$ cat config.mk
export PLATFORM = sky130hd
export DESIGN_NAME = dflt_flag_ctrl
export DESIGN_NICKNAME = d
export VERILOG_FILES = /design/src/rtl/dflt_pkg.sv /design/src/rtl/dflt_sync.sv /design/src/rtl/dflt_debounce.sv /design/src/rtl/dflt_addr_regs.sv /design/src/rtl/dflt_flag_ctrl.sv
export SDC_FILE = /design/constraint.sdc
export NUM_CORES = 1
export LEC_CHECK = 0
export ABC_CLOCK_PERIOD_IN_PS = 2200
export BUFFER_PORTS_ARGS = -buffer_cell sky130_fd_sc_hd__clkbuf_2
export CAP_MARGIN = 20
export CORE_MARGIN = 2
export CORE_UTILIZATION = 45
export CTS_BUF_LIST = sky130_fd_sc_hd__clkbuf_2
export CTS_CLUSTER_SIZE = 20
export DETAILED_ROUTE_END_ITERATION = 16
export PLACE_DENSITY_LB_ADDON = 0.15
export SYNTH_ARGS = -nofsm -noshare
export SYNTH_HDL_FRONTEND = slang
export SYNTH_SLANG_ARGS = --single-unit
$ cat constraint.sdc
create_clock -name clk_i -period 2.2 [get_ports clk_i]
set_input_delay 0.44 -clock clk_i [delete_from_list [all_inputs] [get_ports clk_i]]
set_output_delay 0.44 -clock clk_i [all_outputs]
set_load 0.01 [all_outputs]
$ cat src/rtl/dflt_pkg.sv
package dflt_pkg;
  localparam int unsigned ADDR_W = 16;
  localparam int unsigned DATA_W = 8;

  typedef logic [ADDR_W-1:0] addr_t;
  typedef logic [DATA_W-1:0] data_t;

  localparam addr_t TRIG_RST   = 16'hCDEF;
  localparam addr_t HI_REG_ADR = 16'h0F57;
  localparam addr_t LO_REG_ADR = 16'h0F56;
endpackage

$ cat src/rtl/dflt_sync.sv
module dflt_sync #(
  parameter int unsigned STAGES = 2
) (
  input  logic clk_i,
  input  logic rst_ni,
  input  logic d_i,
  output logic q_o
);
  logic [STAGES-1:0] sr_q;

  always_ff @(posedge clk_i or negedge rst_ni) begin
    if (!rst_ni) sr_q <= '0;
    else         sr_q <= {sr_q[STAGES-2:0], d_i};
  end

  assign q_o = sr_q[STAGES-1];
endmodule

$ cat src/rtl/dflt_debounce.sv
module dflt_debounce #(
  parameter int unsigned DEB_CYCLES = 65536
) (
  input  logic clk_i,
  input  logic rst_ni,
  input  logic sync_i,
  output logic level_o,
  output logic release_o
);
  localparam int unsigned CNT_W = (DEB_CYCLES > 2) ? $clog2(DEB_CYCLES) : 1;
  localparam logic [CNT_W-1:0] LAST = CNT_W'(DEB_CYCLES - 1);

  logic [CNT_W-1:0] cnt_q;
  logic             stable_q;
  logic             accept;

  assign accept = (sync_i != stable_q) && (cnt_q == LAST);

  always_ff @(posedge clk_i or negedge rst_ni) begin
    if (!rst_ni) begin
      cnt_q    <= '0;
      stable_q <= 1'b0;
    end else if (sync_i == stable_q) begin
      cnt_q <= '0;
    end else if (accept) begin
      cnt_q    <= '0;
      stable_q <= sync_i;
    end else begin
      cnt_q <= cnt_q + 1'b1;
    end
  end

  assign level_o   = stable_q;
  // Fires in the cycle the debounced level commits from closed to open.
  assign release_o = accept && stable_q;
endmodule

$ cat src/rtl/dflt_addr_regs.sv
module dflt_addr_regs
  import dflt_pkg::*;
(
  input  logic  clk_i,
  input  logic  rst_ni,
  input  logic  bus_rst_i,
  input  addr_t addr_i,
  input  logic  rd_i,
  input  logic  wr_i,
  input  data_t wdata_i,
  output addr_t trig_o,
  output data_t rdata_o
);
  data_t hi_q, lo_q;

  always_ff @(posedge clk_i or negedge rst_ni) begin
    if (!rst_ni) begin
      hi_q <= TRIG_RST[15:8];
      lo_q <= TRIG_RST[7:0];
    end else if (bus_rst_i) begin
      hi_q <= TRIG_RST[15:8];
      lo_q <= TRIG_RST[7:0];
    end else if (wr_i) begin
      if (addr_i == HI_REG_ADR) hi_q <= wdata_i;
      if (addr_i == LO_REG_ADR) lo_q <= wdata_i;
    end
  end

  always_comb begin
    rdata_o = '0;
    if (rd_i) begin
      if (addr_i == HI_REG_ADR)      rdata_o = hi_q;
      else if (addr_i == LO_REG_ADR) rdata_o = lo_q;
    end
  end

  assign trig_o = {hi_q, lo_q};
endmodule

$ cat src/rtl/dflt_flag_ctrl.sv
module dflt_flag_ctrl
  import dflt_pkg::*;
#(
  parameter int unsigned DEB_CYCLES  = 65536,
  parameter int unsigned SYNC_STAGES = 2
) (
  input  logic        clk_i,
  input  logic        rst_ni,
  input  logic        bus_rst_i,
  input  logic [15:0] addr_i,
  input  logic        rd_i,
  input  logic        wr_i,
  input  logic [7:0]  wdata_i,
  output logic [7:0]  rdata_o,
  input  logic        btn_i,
  output logic        flag_o
);
  logic  btn_sync;
  logic  btn_level;
  logic  rel_pulse;
  addr_t trig_addr;
  logic  trig_hit;
  logic  set_evt;
  logic  flag_q;

  dflt_sync #(.STAGES(SYNC_STAGES)) u_sync (
    .clk_i (clk_i),
    .rst_ni(rst_ni),
    .d_i   (btn_i),
    .q_o   (btn_sync)
  );

  dflt_debounce #(.DEB_CYCLES(DEB_CYCLES)) u_deb (
    .clk_i    (clk_i),
    .rst_ni   (rst_ni),
    .sync_i   (btn_sync),
    .level_o  (btn_level),
    .release_o(rel_pulse)
  );

  dflt_addr_regs u_regs (
    .clk_i    (clk_i),
    .rst_ni   (rst_ni),
    .bus_rst_i(bus_rst_i),
    .addr_i   (addr_i),
    .rd_i     (rd_i),
    .wr_i     (wr_i),
    .wdata_i  (wdata_i),
    .trig_o   (trig_addr),
    .rdata_o  (rdata_o)
  );

  assign trig_hit = rd_i && (addr_i == trig_addr);
  assign set_evt  = bus_rst_i || trig_hit;

  // Set events win over the button release.
  always_ff @(posedge clk_i or negedge rst_ni) begin
    if (!rst_ni)        flag_q <= 1'b1;
    else if (set_evt)   flag_q <= 1'b1;
    else if (rel_pulse) flag_q <= 1'b0;
  end

  assign flag_o = flag_q;
endmodule

==> results.yml <==
outcome:
  outcome: "finished, final reports clean"
pwr:
  powerDensity_nw_per_um2: 504.2
  internal_power_mw: 0.9185
  leakagePower_nw: 1.057
  ir_drop_mv: 0.3191
  p_comb_share_pct: 10.1
  p_clk_share_pct: 34.3
  p_seq_share_pct: 55.6
  p_sw_mw: 0.2953
  swShare_pct: 24.33
clock_tree:
  cts_resized: 0
  cts_made_buffers: 5
  cts_tree: "done"
  cts_max_level: 2
  clk_pin_slew_ns: 0.18
  root_buffer: "clkbuf_2"
  clock_latency_ns: 0.38
  clockBufferDepth: 2
  cts_sinks: 36
hold_path:
  min_from: "btn_i"
  worstHoldPathType: "primary input to flip-flop"
worst_setup_path:
  crit_path_max_incr_delay_ns: 0.35
  critical_path.top_delay_family: "simple AND/OR/NAND/NOR gates"
  cp.buffers_inverters: 3
  worstPathMaxFanout: 4
  reg2reg_from: "u_deb.cnt_q[0]$_DFF_PN0_"
  startpoint: "addr_i[14]"
  setup.worst_path.class: "primary input to primary output"
  cp_cell_sequence: "clkbuf_2, nor4b_4, nand4_1, buf_4, nor2_1, clkbuf_2"
  required_ns: 1.76
  endpoint_kind: "primary output"
  arrival_ns: 1.51
  critPathSlowestCell: "nor4b_4"
  crit_top_cell: "clkbuf_2"
  cp-start-kind: "primary input"
timing:
  fin_setup_tns_ns: 0
  max_freq_mhz: 512.0
  slew_violations: 0
  setup_viol: 0
  fin_skew_ns: 0.01671
  hold_violations: 0
  finalCritPeriodShare_pct: 88.78
  slew_headroom_pct: 62.59
  tightestPinTransition_ns: 0.5560
  rsz0062_at_grt: "false"
  period_minus_slack_ns: 1.953
finish:
  fillers: 404
  multiInputGateArea_um2: 1089
  antennaDiodeCount: 0
  syn_to_final_growth_pct: 16.89
  finalNetCount: 277
  final_layout_size_suffix_gt1_share_pct: 28.74
  regArea_um2: 917.1
  final_area_um2: 2407
global_routing:
  grt_pass1_vias: 1549
  grt_max_degree: 28
  antenna_found_initial: 0
  track_usage_pct: 18.40
  overflow: 0
  grt_pass1_wl_mm: 7.320
yosys:
  synth_seq_area_share_pct: 44.53
  synth-edff-count: 0
  synth.distinct_cells: 32
  synth_cells: 201
  avgSynthCellArea_um2: 10.25
  async_flop_share_pct: 100.0
  synth-main-ff-cell: "dfrtp_1"
  ys_seq_elements: 36
  yosys_warnings: 0
  synth_area_um2: 2059
  synth_fp_nets: 232
route:
  route.detailed.drc: 0
  ant_nets: 0
  vias_per_cell: 5.171
  routed-via-count: 1546
  routed_wl_mm: 4.172
  first_iter_violations: 50
  dr.pass1.iters: 6
  wl_per_cell_um: 13.95
placement:
  placed_cell_area_um2: 2332
  dp_hpwl_mm: 3.199
  portBuffers: 38
  place_congestion: 0.8114
floorplanning:
  rows: 24
  dieWidth_um: 71.65
  start_util_pct: 46.97
  io_pins: 39
  core-area_um2: 4384
  die_y_um: 71.65
  dieArea_um2: 5134
job:
  max_cap_violations: 0
## metal layers
layer / vias up / share of wire (%) / routed length (µm) / global-route usage [%]
met1: 723 / 48 / 1988 / 23.96
li1: 788 / - / - / -
met4: 0 / 1.1 / 44 / 6.080
met2: 31 / 47 / 1948 / 30.14
met5: - / 0 / 0 / 0
met3: 4 / 4.6 / 190 / 4.501
## cell families (layout without fill, tap and decap cells)
| family | after synthesis | in the layout | share of synthesized area, % |
|---|---|---|---|
| flops | 36 | 36 | 44.53 |
| compound gates | 10 | 10 | 2.734 |
| fa+ha+maj | 1 | 1 | 0.6074 |
| mux | 25 | 25 | 12.21 |
| xor+xnor | 27 | 27 | 11.48 |
| buf+inv | 13 | 59 | 2.612 |
| simple gates | 89 | 89 | 25.82 |
## worst paths after layout
| kind | to | slack (ns) | cells past startpoint |
|---|---|---|---|
| worst min-delay path | u_sync.sr_q[0]$_DFF_PN0_ | 0.16 | 1 |
| worst max register to register | flag_o$_DFFE_PN1P_ | 0.37 | 5 |
| max in group asynchronous | u_regs.lo_q[0]$_DFFE_PN1P_ | 1.11 | 3 |
| min in group asynchronous | u_sync.sr_q[1]$_DFF_PN0_ | 0.50 | 2 |
| worst min register to register | u_sync.sr_q[1]$_DFF_PN0_ | 0.37 | 0 |
| worst max-delay path | rdata_o[3] | 0.25 | 6 |
## cells in the mapped netlist, drive strengths merged (5+ instances only)
master,n,area [µm²]
nand3,7,35.03
nand4,13,96.34
mux2i,24,240.2
nand2b,7,43.79
xor2,8,70.07
dfstp,13,341.6
xnor2,19,166.4
inv,5,18.77
dfrtp,23,575.6
nor2,39,146.4
## registers in the layout, summed over array words and instances (netlist names)
name / cells
u_deb.level_o: 1
u_regs.hi_q: 8
flag_o: 1
u_regs.lo_q: 8
u_deb.cnt_q: 16
u_sync.sr_q: 2
## repair_timing
item	in CTS	in global routing
hold endpoints to repair	10	0
hold buffers	1	0
buffers inserted	0	0
## placed cells by master (no fill, tap or decap), types with 5 or more instances in the layout
master     n
inv_1      5
dfstp_2   13
buf_4      7
nand4_1   12
nor2_1    39
dfrtp_1   23
clkbuf_2  44
xor2_1     8
xnor2_1   19
nand3_1    7
mux2i_1   24
nand2b_1   7
## per-stage QoR
step	utilization, %	setup WS [ns]	power [mW]	cells	hold WS [ns]
floorplan	-	0.4741	0.7450	201	0.1444
global placement	53.20	0.2806	0.8084	290	0.3348
detailed placement	53.20	0.2443	0.8082	290	0.3347
CTS	54.91	0.2433	1.235	299	0.1201
global route	54.91	0.1335	1.283	299	0.09738
finish	54.91	0.2467	1.214	299	0.1599
## power groups by stage
stage          Clock, mW  Combinational (mW)  Sequential, mW
5_1_grt            0.468               0.138           0.676
3_5_place_dp           0               0.123           0.686
6_report           0.417               0.122           0.675
4_1_cts            0.435               0.125           0.675
3_3_place_gp           0               0.123           0.685
2_1_floorplan          0              0.0603           0.685
## area by class of cell
type / instances / share of cell area (%)
clock buffers: 6 / 1.247
clock inverters: 2 / 1.455
inverters: 5 / 0.7796
multi-input cells: 152 / 45.22
flip-flops and latches: 36 / 38.10
well taps: 52 / 2.703
repair buffers: 46 / 10.50
Note: power is estimated with default switching activity, not from simulation.
